<file path="config.mk">
export PLATFORM = sky130hd
export DESIGN_NAME = lat_scoreboard
export DESIGN_NICKNAME = d
export VERILOG_FILES = /design/src/rtl/sb_pkg.sv /design/src/rtl/sb_lat_sel.sv /design/src/rtl/sb_src_check.sv /design/src/rtl/sb_track.sv /design/src/rtl/lat_scoreboard.sv
export SDC_FILE = /design/constraint.sdc
export NUM_CORES = 2
export LEC_CHECK = 0
export BUFFER_PORTS_ARGS = -buffer_cell sky130_fd_sc_hd__buf_2
export CORE_UTILIZATION = 58
export CTS_CLUSTER_DIAMETER = 80
export CTS_CLUSTER_SIZE = 12
export DETAILED_ROUTE_END_ITERATION = 10
export GPL_TIMING_DRIVEN = 0
export PLACE_DENSITY = 0.81
export SLEW_MARGIN = 5
export SYNTH_ARGS = -nofsm -noshare
export SYNTH_HDL_FRONTEND = slang
export SYNTH_HIERARCHICAL = 1
export SYNTH_SLANG_ARGS = --single-unit
</file>
<file path="constraint.sdc">
create_clock -name clk_i -period 6.4 [get_ports clk_i]
set_clock_uncertainty 0.15 [all_clocks]
set_input_delay 0.64 -clock clk_i [delete_from_list [all_inputs] [get_ports clk_i]]
set_output_delay 0.64 -clock clk_i [all_outputs]
set_load 0.01 [all_outputs]
</file>
<file path="src/rtl/sb_pkg.sv">
package sb_pkg;
  localparam int CLS_W = 4;

  typedef enum logic [CLS_W-1:0] {
    CLS_IADD   = 4'd0,
    CLS_SHIFT  = 4'd1,
    CLS_ICMP   = 4'd2,
    CLS_IMUL32 = 4'd3,
    CLS_IMUL64 = 4'd4,
    CLS_LOAD   = 4'd5,
    CLS_FPOP   = 4'd6,
    CLS_FDIV32 = 4'd7,
    CLS_FDIV64 = 4'd8,
    CLS_BRANCH = 4'd9,
    CLS_ISTORE = 4'd10,
    CLS_FSTORE = 4'd11,
    CLS_MISC   = 4'd12
  } op_class_e;

  function automatic logic writes_result(op_class_e c);
    return c inside {CLS_IADD, CLS_SHIFT, CLS_ICMP, CLS_IMUL32, CLS_IMUL64,
                     CLS_LOAD, CLS_FPOP, CLS_FDIV32, CLS_FDIV64};
  endfunction
endpackage

</file>
<file path="src/rtl/sb_lat_sel.sv">
module sb_lat_sel import sb_pkg::*; #(
  parameter int AGE_W   = 6,
  parameter int MEM_LAT = 2
) (
  input  op_class_e        prod_i,
  input  op_class_e        cons_i,
  input  logic             data_slot_i,
  output logic [AGE_W-1:0] lat_o
);
  logic [AGE_W-1:0] nominal;
  logic             st_data;

  always_comb begin
    unique case (prod_i)
      CLS_IADD, CLS_SHIFT, CLS_ICMP: nominal = AGE_W'(2);
      CLS_IMUL32:                    nominal = AGE_W'(21);
      CLS_IMUL64:                    nominal = AGE_W'(23);
      CLS_LOAD:                      nominal = AGE_W'(MEM_LAT + 1);
      CLS_FPOP:                      nominal = AGE_W'(6);
      CLS_FDIV32:                    nominal = AGE_W'(34);
      CLS_FDIV64:                    nominal = AGE_W'(63);
      default:                       nominal = '0;
    endcase
  end

  assign st_data = data_slot_i && (cons_i == CLS_ISTORE);

  // forwarding overrides, most specific first
  always_comb begin
    lat_o = nominal;
    if (st_data && prod_i inside {CLS_IADD, CLS_SHIFT, CLS_ICMP})
      lat_o = '0;
    else if (st_data && prod_i == CLS_IMUL32)
      lat_o = AGE_W'(20);
    else if (st_data && prod_i == CLS_IMUL64)
      lat_o = AGE_W'(22);
    else if (prod_i == CLS_IADD &&
             cons_i inside {CLS_BRANCH, CLS_IADD, CLS_SHIFT, CLS_ICMP, CLS_IMUL32, CLS_IMUL64})
      lat_o = AGE_W'(1);
    else if (prod_i == CLS_ICMP && cons_i == CLS_BRANCH)
      lat_o = AGE_W'(1);
    else if (prod_i == CLS_FPOP && cons_i == CLS_FPOP)
      lat_o = AGE_W'(4);
  end
endmodule

</file>
<file path="src/rtl/sb_src_check.sv">
module sb_src_check import sb_pkg::*; #(
  parameter int AGE_W   = 6,
  parameter int MEM_LAT = 2,
  parameter bit IS_DATA = 1'b0
) (
  input  logic [AGE_W-1:0] age_i,
  input  op_class_e        prod_i,
  input  op_class_e        cons_i,
  output logic             blocked_o
);
  logic [AGE_W-1:0] lat;

  sb_lat_sel #(.AGE_W(AGE_W), .MEM_LAT(MEM_LAT)) i_lat_sel (
    .prod_i      (prod_i),
    .cons_i      (cons_i),
    .data_slot_i (IS_DATA),
    .lat_o       (lat)
  );

  assign blocked_o = age_i < lat;
endmodule

</file>
<file path="src/rtl/sb_track.sv">
module sb_track import sb_pkg::*; #(
  parameter int NUM_ENT       = 64,
  parameter int REGS_PER_FILE = 32,
  parameter int IDX_W         = 5,
  parameter int REG_W         = 6,
  parameter int AGE_W         = 6,
  parameter int NUM_SRC       = 2
) (
  input  logic                          clk_i,
  input  logic                          rst_ni,
  input  logic                          wr_en_i,
  input  op_class_e                     wr_cls_i,
  input  logic [REG_W-1:0]              wr_reg_i,
  input  logic [NUM_SRC-1:0][REG_W-1:0] rd_reg_i,
  output logic [AGE_W-1:0]              rd_age_o [NUM_SRC],
  output op_class_e                     rd_cls_o [NUM_SRC]
);
  localparam logic [AGE_W-1:0] AGE_MAX = '1;
  localparam logic [IDX_W-1:0] HW_IDX  = IDX_W'(REGS_PER_FILE - 1);

  logic [AGE_W-1:0] age_q [NUM_ENT];
  op_class_e        cls_q [NUM_ENT];
  logic             wr_live;

  assign wr_live = wr_en_i && (wr_reg_i[IDX_W-1:0] != HW_IDX);

  // age counts cycles since issue, saturating; hardwired entries stay saturated
  always_ff @(posedge clk_i or negedge rst_ni) begin
    if (!rst_ni) begin
      for (int e = 0; e < NUM_ENT; e++) begin
        age_q[e] <= AGE_MAX;
        cls_q[e] <= CLS_MISC;
      end
    end else begin
      for (int e = 0; e < NUM_ENT; e++) begin
        if (wr_live && wr_reg_i == REG_W'(e)) begin
          age_q[e] <= AGE_W'(1);
          cls_q[e] <= wr_cls_i;
        end else if (age_q[e] != AGE_MAX) begin
          age_q[e] <= age_q[e] + AGE_W'(1);
        end
      end
    end
  end

  // same-cycle issue seen at age zero
  for (genvar s = 0; s < NUM_SRC; s++) begin : g_rd
    logic hit;
    assign hit         = wr_live && (wr_reg_i == rd_reg_i[s]);
    assign rd_age_o[s] = hit ? '0 : age_q[rd_reg_i[s]];
    assign rd_cls_o[s] = hit ? wr_cls_i : cls_q[rd_reg_i[s]];
  end
endmodule

</file>
<file path="src/rtl/lat_scoreboard.sv">
module lat_scoreboard import sb_pkg::*; #(
  parameter  int NUM_FILES     = 2,
  parameter  int REGS_PER_FILE = 32,
  parameter  int NUM_SRC       = 2,
  parameter  int DATA_SLOT     = 1,
  parameter  int MEM_LAT       = 2,
  localparam int IDX_W         = $clog2(REGS_PER_FILE),
  localparam int REG_W         = $clog2(NUM_FILES) + IDX_W
) (
  input  logic                          clk_i,
  input  logic                          rst_ni,
  input  logic                          iss_valid_i,
  input  logic [CLS_W-1:0]              iss_class_i,
  input  logic [REG_W-1:0]              iss_dst_i,
  input  logic                          cons_valid_i,
  input  logic [CLS_W-1:0]              cons_class_i,
  input  logic [NUM_SRC-1:0][REG_W-1:0] cons_src_i,
  output logic                          stall_o
);
  localparam int NUM_ENT = NUM_FILES * REGS_PER_FILE;
  localparam int MAX_LAT = (MEM_LAT + 1 > 63) ? MEM_LAT + 1 : 63;
  localparam int AGE_W   = $clog2(MAX_LAT + 1);

  op_class_e        iss_cls;
  op_class_e        cons_cls;
  logic             wr_en;
  logic [AGE_W-1:0] src_age [NUM_SRC];
  op_class_e        src_cls [NUM_SRC];
  logic [NUM_SRC-1:0] blocked;

  assign iss_cls  = op_class_e'(iss_class_i);
  assign cons_cls = op_class_e'(cons_class_i);
  assign wr_en    = iss_valid_i && writes_result(iss_cls);

  sb_track #(
    .NUM_ENT       (NUM_ENT),
    .REGS_PER_FILE (REGS_PER_FILE),
    .IDX_W         (IDX_W),
    .REG_W         (REG_W),
    .AGE_W         (AGE_W),
    .NUM_SRC       (NUM_SRC)
  ) i_track (
    .clk_i    (clk_i),
    .rst_ni   (rst_ni),
    .wr_en_i  (wr_en),
    .wr_cls_i (iss_cls),
    .wr_reg_i (iss_dst_i),
    .rd_reg_i (cons_src_i),
    .rd_age_o (src_age),
    .rd_cls_o (src_cls)
  );

  for (genvar s = 0; s < NUM_SRC; s++) begin : g_src
    sb_src_check #(
      .AGE_W   (AGE_W),
      .MEM_LAT (MEM_LAT),
      .IS_DATA (s == DATA_SLOT)
    ) i_src_check (
      .age_i     (src_age[s]),
      .prod_i    (src_cls[s]),
      .cons_i    (cons_cls),
      .blocked_o (blocked[s])
    );
  end

  assign stall_o = cons_valid_i && (|blocked);
endmodule

</file>
==> run_results.csv <==
group,metric,value,unit
route,drt_iter0_markers,5473,
clock_network,cts.clk_slew.worst_paths,70,ps
route,viasPerCell,7.38,
clock_network,cts_tree,"done",
layout,layout-drive-gt1-share,35.5,%
clock_network,numCtsBuffers,59,
die,die_h,265,µm
place,place_area,41500,µm²
clock_network,ctsRootBufferMaster,"clkbuf_16",
sta,tightestPinTransition,1440,ps
clock_network,clockBufferDepth,3,
route,drc,0,
synthesis,yosys.area_share.simple,15.1,%
grt,grt_max_degree,122,
worst_setup_path,crit_path_max_incr_delay,900,ps
worst_setup_path,crit_path_top_delay_cell,"buf_1",
worst_hold_path,worst_hold_path.endpoint,"i_track/cls_q[130]$_DFFE_PN1N_",
power_and_ir_drop,power.density,428,nW/µm²
synthesis,yosys_warnings,6,
layout,area_growth,7.53,%
synthesis,yosysMostFrequentCell,"dfstp_2",
synthesis,synth-xor-area-share,1.68,%
clock_network,insertion_delay,650,ps
sta,finalSetupViolations,0,
synthesis,synth_commonest_cells,"dfstp_2 (512), nor2_1 (399), mux4_2 (280), mux2_2 (267), mux2i_1 (187)",
layout,nFillCells,5291,
route,wl,147,mm
synthesis,synth_top_area_share,33.5,%
synthesis,ys_seq_elements,640,
grt,overflow,0,
synthesis,syn_avg_cell_area,11.5,µm²
worst_setup_path,path_class,"in -> out",
synthesis,synth_compound_area_share,7.75,%
power_and_ir_drop,power.total,0.0185,W
place,dp_hpwl,108,mm
worst_hold_path,holdPathStages,1,
grt,grtUsageTotal,42.2,%
die,die_w,265,µm
die,start_util,58.6,%
die,fp-row-count,96,
die,io_pins,31,
worst_setup_path,crit_arrival,5510,ps
die,dieArea,70200,µm²
sta,layout_min_cycle_time,6300,ps
synthesis,syn_area,40100,µm²
sta,drv_slew,0,
sta,rsz0062_at_grt,"false",
status,status,"finished, final reports clean",
synthesis,ys_types,75,
worst_setup_path,timing.rr.start,"i_track/age_q[156]$_DFFE_PN1P_",
synthesis,synth_seq_area_share,41.5,%
grt,antenna_found_initial,9,
synthesis,synth_fa_ha_area_share,2.31,%
sta,fin_hold_ws,307,ps
worst_setup_path,endpoint_kind,"output port",
layout,final_net_count,3670,
sta,timing.fmax,0.159,GHz
layout,final_cell_area,43100,µm²
power_and_ir_drop,ir_worst_vdd,0.000311,V
power_and_ir_drop,leakagePower,17.1,nW
synthesis,synthMuxAreaShare,28.7,%
grt,first_global_vias,31200,
worst_setup_path,cp_max_fo,10,
route,vias,33100,
place,port_buffers,19,
synthesis,synth_area_leader_cell,"dfstp_2",
route,routedWlPerCell,32.9,µm
clock_network,cts.sinks,640,
synthesis,synth_flop_cell,"dfstp_2",
clock_network,htree_levels,2,
synthesis,synth_nets,3585,
worst_setup_path,rr_endpoint,"i_track/age_q[157]$_DFFE_PN1P_",
worst_setup_path,cp.required,5610,ps
synthesis,synthTopCellsByArea,"dfstp_2 (34%), mux4_2 (16%), dfrtp_1 (8.0%)",
die,coreArea,68500,µm²
worst_setup_path,worstPathCellList,"buf_2, buf_2, buf_1, mux2i_1, a22oi_1, a31oi_1, nand4_1, a32o_1, or3_1, a21oi_1, o221ai_1, o311a_1, inv_1, ha_1, a21oi_1, o221a_2, o21a_1, buf_2",
place,finalWeightedCongestion,1.10,
worst_hold_path,holdCritPathClass,"reg -> reg",
grt,grt_pass1_wl,213,mm
worst_setup_path,ff2ff_path_depth,6,
worst_setup_path,r2r_slack,4400,ps
synthesis,synth_edf_count,0,
route,antenna_left,0,
worst_setup_path,startpoint_type,"input pin",
run,max_cap_viol_count,0,
synthesis,syn_inst,3481,
sta,finalCritPeriodShare,98.4,%
synthesis,synth_top_family_by_area,"multiplexers",
sta,hold_viol_final,0,
synthesis,synth_async_sr_flop_share,100,%
route,drtPass1Iterations,7,
clock_network,cts_setup_buffers,0,
worst_hold_path,hp-start,"i_track/cls_q[130]$_DFFE_PN1N_",
worst_setup_path,crit_top_cell,"buf_2",
sta,slew_headroom,3.58,%
-- registers in the layout, indices dropped and copies added (netlist names) --
register and count:
i_track/cls_q 256, i_track/age_q 384
-- stage by stage --
step                      utilization (%)  setup slack, ps  setup TNS, ps  cells
after floorplan                         -             1850              0   3481
after global placement               60.3            -8510       -3289980   4382
after detailed placement             60.6              193              0   4387
after CTS                            63.0              180              0   4481
after global routing                 63.0             40.3              0   4481
final                                63.0              101              0   4482
-- worst max-delay path, delay by kind of cell --
| kind | cells | cell delay, ps |
|---|---|---|
| AOI/OAI and AO/OA | 9 | 1890 |
| buffers and inverters | 5 | 1540 |
| and+or+nand+nor | 2 | 850 |
| muxes | 1 | 340 |
| adders and majority gates | 1 | 210 |
-- layout make-up --
class	instances	area, µm²	share of cell area (%)
tap	882	1100	2.56
antenna	2	5.00	0.0116
sequential	640	16700	38.6
clock buffer	92	1650	3.83
inverter	19	71.3	0.165
timing repair buffer	25	253	0.586
multi-input combinational	2612	22300	51.7
buffer	209	1100	2.54
clock inverter	1	5.00	0.0116
-- logic make-up after synthesis --
| kind of cell | Yosys count |
|---|---|
| compound gates | 486 |
| xor+xnor | 77 |
| fa+ha+maj | 74 |
| buf+inv | 229 |
| flops | 640 |
| mux | 751 |
| other cells | 2 |
| simple gates | 1222 |
-- how the worst max path moves through the flow --
stage / cells after the start / startpoint / to
finish: 18 / cons_src_i[2] / stall_o
global route: 17 / iss_dst_i[4] / stall_o
CTS: 18 / cons_src_i[1] / stall_o
detailed placement: 18 / cons_src_i[1] / stall_o
global placement: 1 / rst_ni / i_track/cls_q[20]$_DFFE_PN0N_
floorplan: 16 / cons_src_i[6] / stall_o
-- what timing repair did --
action	in CTS	in global routing
hold buffers	1	0
resized for setup	0	4
setup endpoints to repair	0	1
hold endpoints to repair	13	0
-- layer usage --
layer | GRT usage, % | vias up | share of wire, %
li1 | - | 13400 | -
met1 | 56.2 | 16600 | 37
met2 | 57.4 | 2484 | 40
met3 | 18.8 | 513 | 16
met4 | 23.4 | 6 | 6.8
met5 | 0 | - | 0.032
-- report_power, final --
part | switching, W | internal, W | total (W)
combinational | 0.00350 | 0.00321 | 0.00671
sequential | 0.00210 | 0.00636 | 0.00846
clock | 0.00156 | 0.00174 | 0.00331
total | 0.00716 | 0.0113 | 0.0185
-- placed cells by master, fill, tap and decap left out, types with 49 or more instances in the layout --
cell / count
a22oi_1: 49
a31oi_1: 100
and3_1: 123
buf_2: 77
clkbuf_1: 127
clkbuf_16: 61
dfrtp_1: 128
dfstp_2: 512
ha_1: 74
mux2_2: 267
mux2i_1: 187
mux4_2: 280
nand2_1: 180
nand3_1: 129
nor2_1: 399
nor3_1: 162
nor3b_1: 53
o21ai_0: 148
xor2_1: 62
Note: power is estimated with default switching activity, not from simulation.
